`src/rtl/adc_seq_pkg.sv`:
```
package adc_seq_pkg;
  // width of a counter able to hold values 0 .. n-1
  function automatic int cnt_width(input int n);
    return (n <= 2) ? 1 : $clog2(n);
  endfunction
endpackage

```
`src/rtl/start_pulse_gen.sv`:
```
module start_pulse_gen #(
  parameter int PERIOD = 5
) (
  input  logic clk,
  input  logic rst,
  output logic strobe_n
);
  localparam int CW = adc_seq_pkg::cnt_width(PERIOD);
  localparam logic [CW-1:0] LAST = CW'(PERIOD - 1);

  logic [CW-1:0] phase;

  always_ff @(posedge clk) begin
    if (rst) begin
      phase    <= '0;
      strobe_n <= 1'b1;
    end else begin
      strobe_n <= (phase != '0);
      phase    <= (phase == LAST) ? '0 : phase + 1'b1;
    end
  end

  // checker: cycles spent high between two low cycles
  logic [CW:0] gap;
  logic        seen_low;
  always_ff @(posedge clk) begin
    if (rst) begin
      gap      <= '0;
      seen_low <= 1'b0;
    end else if (!strobe_n) begin
      gap      <= '0;
      seen_low <= 1'b1;
    end else begin
      gap <= gap + 1'b1;
    end
  end

  a_r2_single_low: assert property (@(posedge clk) disable iff (rst)
    !strobe_n |=> strobe_n);
  a_r2_period: assert property (@(posedge clk) disable iff (rst)
    (!strobe_n && seen_low) |-> (gap == (CW+1)'(PERIOD - 1)));
  a_r1_idle_after_reset: assert property (@(posedge clk)
    $past(rst) |-> strobe_n);
endmodule

```
`src/rtl/ready_edge_detect.sv`:
```
module ready_edge_detect #(
  parameter int STAGES = 2
) (
  input  logic clk,
  input  logic rst,
  input  logic rdy_n,
  output logic fall
);
  logic [STAGES-1:0] chain;
  logic              prev;

  always_ff @(posedge clk) begin
    if (rst) begin
      chain <= '1;
      prev  <= 1'b1;
    end else begin
      chain <= {chain[STAGES-2:0], rdy_n};
      prev  <= chain[STAGES-1];
    end
  end

  assign fall = prev & ~chain[STAGES-1];
endmodule

```
`src/rtl/sample_capture.sv`:
```
module sample_capture #(
  parameter int W = 8
) (
  input  logic         clk,
  input  logic         rst,
  input  logic         fall,
  input  logic [W-1:0] bus,
  output logic [W-1:0] data_q,
  output logic         valid_q
);
  logic arm;

  always_ff @(posedge clk) begin
    if (rst) begin
      arm     <= 1'b0;
      valid_q <= 1'b0;
      data_q  <= '0;
    end else begin
      arm     <= fall;
      valid_q <= arm;
      if (arm) data_q <= bus;
    end
  end

  a_r7_one_cycle_valid: assert property (@(posedge clk) disable iff (rst)
    valid_q |=> !valid_q);
  a_r7_data_hold: assert property (@(posedge clk) disable iff (rst)
    !valid_q |-> $stable(data_q));
endmodule

```
`src/rtl/adc_conv_sequencer.sv`:
```
module adc_conv_sequencer #(
  parameter int DATA_W       = 8,
  parameter int START_PERIOD = 5,
  parameter int SYNC_STAGES  = 2
) (
  input  logic              clk,
  input  logic              rst,
  input  logic              rdy_n,
  input  logic [DATA_W-1:0] adc_data,
  output logic              conv_start_n,
  output logic [DATA_W-1:0] sample_data,
  output logic              sample_valid
);
  logic rdy_fall;

  start_pulse_gen #(.PERIOD(START_PERIOD)) u_start (
    .clk(clk), .rst(rst), .strobe_n(conv_start_n)
  );

  ready_edge_detect #(.STAGES(SYNC_STAGES)) u_edge (
    .clk(clk), .rst(rst), .rdy_n(rdy_n), .fall(rdy_fall)
  );

  sample_capture #(.W(DATA_W)) u_cap (
    .clk(clk), .rst(rst), .fall(rdy_fall), .bus(adc_data),
    .data_q(sample_data), .valid_q(sample_valid)
  );

  // a valid pulse follows a detected edge after the settle cycle
  a_r4_valid_from_edge: assert property (@(posedge clk) disable iff (rst)
    rdy_fall |=> ##1 sample_valid);
endmodule

```
`config.mk`:
```
export PLATFORM = sky130hd
export DESIGN_NAME = adc_conv_sequencer
export DESIGN_NICKNAME = d
export VERILOG_FILES = /design/src/rtl/adc_seq_pkg.sv /design/src/rtl/start_pulse_gen.sv /design/src/rtl/ready_edge_detect.sv /design/src/rtl/sample_capture.sv /design/src/rtl/adc_conv_sequencer.sv
export SDC_FILE = /design/constraint.sdc
export NUM_CORES = 1
export LEC_CHECK = 0
export ABC_AREA = 1
export CAP_MARGIN = 10
export CORE_MARGIN = 5
export CORE_UTILIZATION = 40
export CTS_BUF_LIST = sky130_fd_sc_hd__clkbuf_4 sky130_fd_sc_hd__clkbuf_8 sky130_fd_sc_hd__clkbuf_16
export CTS_CLUSTER_SIZE = 30
export DETAILED_ROUTE_END_ITERATION = 7
export GPL_TIMING_DRIVEN = 1
export PLACE_DENSITY = 0.73
export SLEW_MARGIN = 20
export SYNTH_ARGS = -nofsm -noshare
export SYNTH_HDL_FRONTEND = slang
export SYNTH_SLANG_ARGS = --single-unit
```
`constraint.sdc`:
```
create_clock -name clk -period 1 [get_ports clk]
set_input_delay 0.15 -clock clk [delete_from_list [all_inputs] [get_ports clk]]
set_output_delay 0.15 -clock clk [all_outputs]
set_load 0.005 [all_outputs]
```
=== After elaboration in Yosys (flattened, before gate mapping) ===
Cells that the tools add are included.
Widths: inputs -> output; s select.

* Logic and storage cells: 13
* Bits in registers: 17

* Reduce and logical (&&, ||, !) cells: 2
* Add/subtract/negate cells: 1
* Bitwise operators: 2
* Eq/ne operators: 1

{| class="wikitable"
|+ Operators by type and width
! kind !! number
|-
| $add 3x1->3 const B || 1
|-
| $eq 3x3->1 const B || 1
|-
| $reduce_bool 3->1 || 1
|-
| $reduce_or 2->1 || 1
|-
| $and 1x1->1 || 1
|-
| $not 1->1 || 1
|}

=== Longest topological paths before layout ===
Gate-level depths: netlist of run 1.

* Word-level depth: 2
* Gate-level depth with buffers: 5
* Depth with buffers taken out: 5

=== Modules after synthesis ===
A second synthesis of run 1 with hierarchy kept.

* Cell total of the unflattened synthesis: 90
* Area, all modules: 655.6 um2

{| class="wikitable"
|+ By module, submodules not included
! module !! instances !! area an instance (um2) !! cells an instance !! sequential area each (um2)
|-
| sample_capture || 1 || 396.6 || 57 || 200.2
|-
| start_pulse_gen || 1 || 165.2 || 21 || 80.1
|-
| ready_edge_detect || 1 || 93.8 || 12 || 60.1
|}

=== Worst setup path after synthesis of run 1 ===
No wires, ideal clock.

* Kind: reg2reg
* Start: register u_start.phase[0]
* End: register u_start.phase[2]
* Clock period less this slack: 0.832 ns
* Required time: 0.936 ns
* Stages on the path, launching flop included: 6
* Arrival: 0.768 ns
* Slack: 0.168 ns
* Path through: dfxtp_1 -> inv_1 -> ha_1 -> nand2_1 -> nand2_1 -> nor2_1

* Longest elaborated chain between the ends: 2
* Elaborated cells on any way between the ends: 3

{| class="wikitable"
|+ Ends and longest elaborated chain
! item !! RTL line !! RTL
|-
| start, declared || start_pulse_gen.sv:11 || <nowiki>logic [CW-1:0] phase;</nowiki>
|-
| start signal, assigned || start_pulse_gen.sv:19 || <nowiki>phase <= (phase == LAST) ? '0 : phase + 1'b1;</nowiki>
|-
| branches (longest 2 deep; another with $add 3x1->3) || n/a ||
|}

Several ways; the timed one is not identified.
A chain may end at the register's enable or synchronous reset.

=== Worst setup path after layout of run 1 ===
* Start: register u_cap.data_q[3]
* End: output sample_data[3]

{| class="wikitable"
|+ RTL lines
! item !! RTL line !! RTL
|-
| start, declared || sample_capture.sv:8 || <nowiki>output logic [W-1:0] data_q,</nowiki>
|-
| start signal, assigned || sample_capture.sv:21 || <nowiki>if (arm) data_q <= bus;</nowiki>
|-
| end, declared || adc_conv_sequencer.sv:11 || <nowiki>output logic [DATA_W-1:0] sample_data,</nowiki>
|}

No word-level cell between the ends.

==> impl_metrics.prom, run 1 <==
# TYPE chip_impl_metric gauge
chip_impl_metric{name="drtIter0Drc",unit=""} 5
chip_impl_metric{name="grt_util_all_layers",unit="%"} 11.3
chip_impl_info{name="critical_path_class",value="register to output pin"} 1
chip_impl_metric{name="die_w",unit="um"} 47.5
chip_impl_metric{name="gr-usage-met3",unit="%"} 5.64
chip_impl_metric{name="cts.hold.buffers_added",unit=""} 0
chip_impl_metric{name="slew_headroom",unit="%"} 82.6
chip_impl_info{name="timing.hold.worst.start",value="u_edge.chain[0]"} 1
chip_impl_info{name="worst_hold_path_type",value="register to register"} 1
chip_impl_metric{name="dpl.hpwl",unit="um"} 794
chip_impl_metric{name="sequential_element_share_of_the_synthesized_area",unit="%"} 60.6
chip_impl_info{name="timing.critical_path.cells",value="clkdlybuf4s15_1"} 1
chip_impl_metric{name="drt_pre_antenna_iters",unit=""} 4
chip_impl_metric{name="routed_wirelength",unit="um"} 1030
chip_impl_metric{name="grt_start_max_net_pins",unit=""} 11
chip_impl_metric{name="vias",unit=""} 460
chip_impl_metric{name="crit_path_max_incr_delay",unit="ns"} 0.33
chip_impl_metric{name="power.static_leakage",unit="nW"} 0.376
chip_impl_metric{name="placedCellCount",unit=""} 100
chip_impl_metric{name="clock_transition_at_the_registers_of_the_reported_paths",unit="ns"} 0.08
chip_impl_metric{name="cts.sink_count",unit=""} 17
chip_impl_metric{name="pin_count",unit=""} 21
chip_impl_info{name="global_route_layer_with_the_greatest_usage",value="met2"} 1
chip_impl_metric{name="number_of_buffers_inserted_during_clock_tree_synthesis",unit=""} 3
chip_impl_metric{name="mappedNetlistNets",unit=""} 78
chip_impl_metric{name="irDropWorstVdd",unit="mV"} 0.763
chip_impl_metric{name="final_layout_size_suffix_gt1_share",unit="%"} 30.3
chip_impl_metric{name="tightest_slew",unit="ns"} 0.261
chip_impl_metric{name="layout.nets",unit=""} 103
chip_impl_metric{name="syn-instance-count",unit=""} 65
chip_impl_metric{name="critPathArrivalTime",unit="ns"} 0.79
chip_impl_info{name="rsz0062_at_grt",value="false"} 1
chip_impl_metric{name="clk-insertion-delay-late",unit="ns"} 0.28
chip_impl_metric{name="final_min_period_over_clock_period",unit="%"} 94.3
chip_impl_metric{name="number_of_antenna_violations_at_the_first_check_in_global_routing",unit=""} 0
chip_impl_metric{name="final.setup_skew",unit="ns"} 0.00404
chip_impl_metric{name="place.gp.congestion",unit=""} 0.635
chip_impl_metric{name="synth_cell_type_count",unit=""} 11
chip_impl_metric{name="syn_area",unit="um^2"} 562
chip_impl_metric{name="floorplan.core_area",unit="mm^2"} 0.00132
chip_impl_metric{name="power.density_cell_area",unit="mW/mm^2"} 1570
chip_impl_metric{name="globalRouteMet1Util",unit="%"} 13.1
chip_impl_metric{name="synth.avg_cell_area",unit="um^2"} 8.64
chip_impl_metric{name="dieArea",unit="mm^2"} 0.00225
chip_impl_info{name="status",value="finished clean"} 1
chip_impl_metric{name="synth-seq-cells",unit=""} 17
chip_impl_metric{name="post-place-ws",unit="ns"} -0.107
chip_impl_metric{name="crit_path_required_time",unit="ns"} 0.85
chip_impl_metric{name="grt_first_pass_wirelength",unit="um"} 1730
chip_impl_metric{name="port_buffers",unit=""} 20
chip_impl_info{name="crit_path_start_kind",value="register"} 1
chip_impl_metric{name="hold_critical_path_depth",unit=""} 1
chip_impl_metric{name="gr-usage-met2",unit="%"} 16.6
chip_impl_metric{name="die_h",unit="um"} 47.5
chip_impl_metric{name="diodes",unit=""} 0
chip_impl_metric{name="finalNonFillerCells",unit=""} 104
chip_impl_metric{name="syn2layout_area_growth",unit="%"} 39.2
chip_impl_metric{name="timing.critical_path.buf_inv",unit=""} 1
chip_impl_metric{name="grt_overflow",unit=""} 0
chip_impl_metric{name="worst-r2r-cell-count",unit=""} 5
chip_impl_info{name="layout_commonest_cell",value="nor2_1"} 1
chip_impl_info{name="cts-root-buf",value="clkbuf_4"} 1
chip_impl_info{name="final_cell_mix",value="nor2_1 (20), clkdlybuf4s50_1 (10), dfxtp_2 (9)"} 1
chip_impl_info{name="timing.hold.worst_endpoint",value="u_edge.chain[1]"} 1
chip_impl_metric{name="layout_setup_ws",unit="ns"} 0.0567
chip_impl_metric{name="number_of_global_route_vias_before_repair",unit=""} 414
chip_impl_info{name="endpoint_kind",value="output pin"} 1
chip_impl_metric{name="start_util",unit="%"} 42.6
chip_impl_metric{name="wl_per_cell",unit="um"} 9.92
chip_impl_info{name="worst_setup_sp",value="u_cap.data_q[3]"} 1
chip_impl_metric{name="critical_path.max_fanout",unit=""} 2
chip_impl_metric{name="drc_errors",unit=""} 0
chip_impl_metric{name="report.final.hold_viol_count",unit=""} 0
chip_impl_metric{name="post-cts-setup-buffers",unit=""} 0
chip_impl_metric{name="clock_tree.buffer_depth",unit=""} 2
chip_impl_metric{name="yosysWarnings",unit=""} 0
chip_impl_metric{name="drt.antenna.violating_nets",unit=""} 0
chip_impl_info{name="timing.critical_path.slowest_stage_cell",value="dfxtp_2"} 1
chip_impl_info{name="tritoncts_clock_tree",value="built"} 1
chip_impl_metric{name="timing.final.max_slew_violations",unit=""} 0
chip_impl_metric{name="setup.reg_to_reg.worst_slack",unit="ns"} 0.11
chip_impl_metric{name="setup_total_negative_slack",unit="ns"} 0
chip_impl_metric{name="fmax",unit="GHz"} 1.06
chip_impl_info{name="regToRegEndpoint",value="u_start.phase[2]"} 1
chip_impl_metric{name="drt-vias-per-instance",unit=""} 4.42
chip_impl_metric{name="cap_violations",unit=""} 0
chip_impl_metric{name="rows",unit=""} 13
chip_impl_metric{name="htreeDepth",unit=""} 1
chip_impl_metric{name="finalWorstPathRequiredPeriod",unit="ns"} 0.943
chip_impl_info{name="critical_path.top_delay_family",value="flip-flops"} 1
chip_impl_info{name="reg2reg_from",value="u_start.phase[0]"} 1
chip_impl_metric{name="setup_viol",unit=""} 0
power breakdown:
part	switching (W)	total, W	internal [W]	leakage (nW)
logic	0.0000546	0.000130	0.0000749	0.215
registers	0.0000169	0.000732	0.000715	0.143
clock network	0.000188	0.000370	0.000182	0.0184
total	0.000259	0.00123	0.000971	0.376
kinds of logic (layout without fill, tap and decap cells):
family	after synthesis	count (layout)	synth area share [%]
AO/OA/AOI/OAI	8	8	7.13
adder cells (fa/ha/maj)	2	2	4.45
buffers and inverters	8	32	5.35
flip-flops	17	17	60.6
AND/OR/NAND/NOR	30	30	22.5
layout make-up:
cell class / instances / area (um^2)
fill: 108 / 536
sequential: 17 / 352
multi-input combinational: 40 / 191
timing repair buffer: 20 / 160
clock buffer: 4 / 30.0
inverter: 8 / 30.0
tap: 15 / 18.8
through the flow:
stage               utilization (%)  area, um^2  total power [W]  hold slack (ns)
finish                         59.4         782          0.00123            0.414
detailed placement             59.3         781         0.000890            0.395
CTS                            61.9         816          0.00125            0.416
global route                   59.4         782          0.00131            0.410
floorplan                         -         562         0.000799            0.222
global placement               59.3         781         0.000883            0.397
registers in the layout, indices dropped and copies added (netlist names):
signal and cells:
u_cap.arm 1, u_cap.data_q 8, u_cap.valid_q 1, u_edge.chain 2, u_edge.prev 1, u_start.phase 3
u_start.strobe_n 1
cell usage after synthesis:
| cell type | n | share of area, % |
|---|---|---|
| nand2_1 | 5 | 3.3 |
| nand3_1 | 1 | 0.89 |
| nor2_2 | 1 | 1.1 |
| or2_2 | 2 | 2.2 |
| ha_1 | 2 | 4.5 |
| inv_1 | 6 | 4.0 |
| dfxtp_1 | 17 | 61 |
| inv_2 | 2 | 1.3 |
| nor2_1 | 20 | 13 |
| o21ai_0 | 8 | 7.1 |
| or2_4 | 1 | 1.6 |
timing repair:
item	4_1_cts	5_1_grt
gates resized for setup	24	13
setup endpoints to repair	10	11
endpoints found under the hold margin	0	0
per-layer routing:
layer	up-vias	routed length, um
met5	-	0
met1	197	433
met3	2	114
met4	0	8
li1	247	-
met2	14	475
worst max-delay path by stage:
| stage | endpoint | slack (ns) | depth (start not counted) |
|---|---|---|---|
| 4_1_cts | sample_data[2] | -0.02 | 1 |
| 2_1_floorplan | u_start.phase[2] | 0.17 | 5 |
| 6_report | sample_data[3] | 0.06 | 1 |
| 3_3_place_gp | u_start.phase[2] | -0.06 | 4 |
| 5_1_grt | u_start.phase[2] | 0.009 | 5 |
| 3_5_place_dp | u_start.phase[2] | -0.11 | 4 |
Note: power is estimated with default switching activity, not from simulation.
==> inputs of run 2 (changes only) <==
SLEW_MARGIN = unset   (was 20)
==> results of run 2 <==
Same layout as run 1: the final DEF is identical, and so are final timing and power.
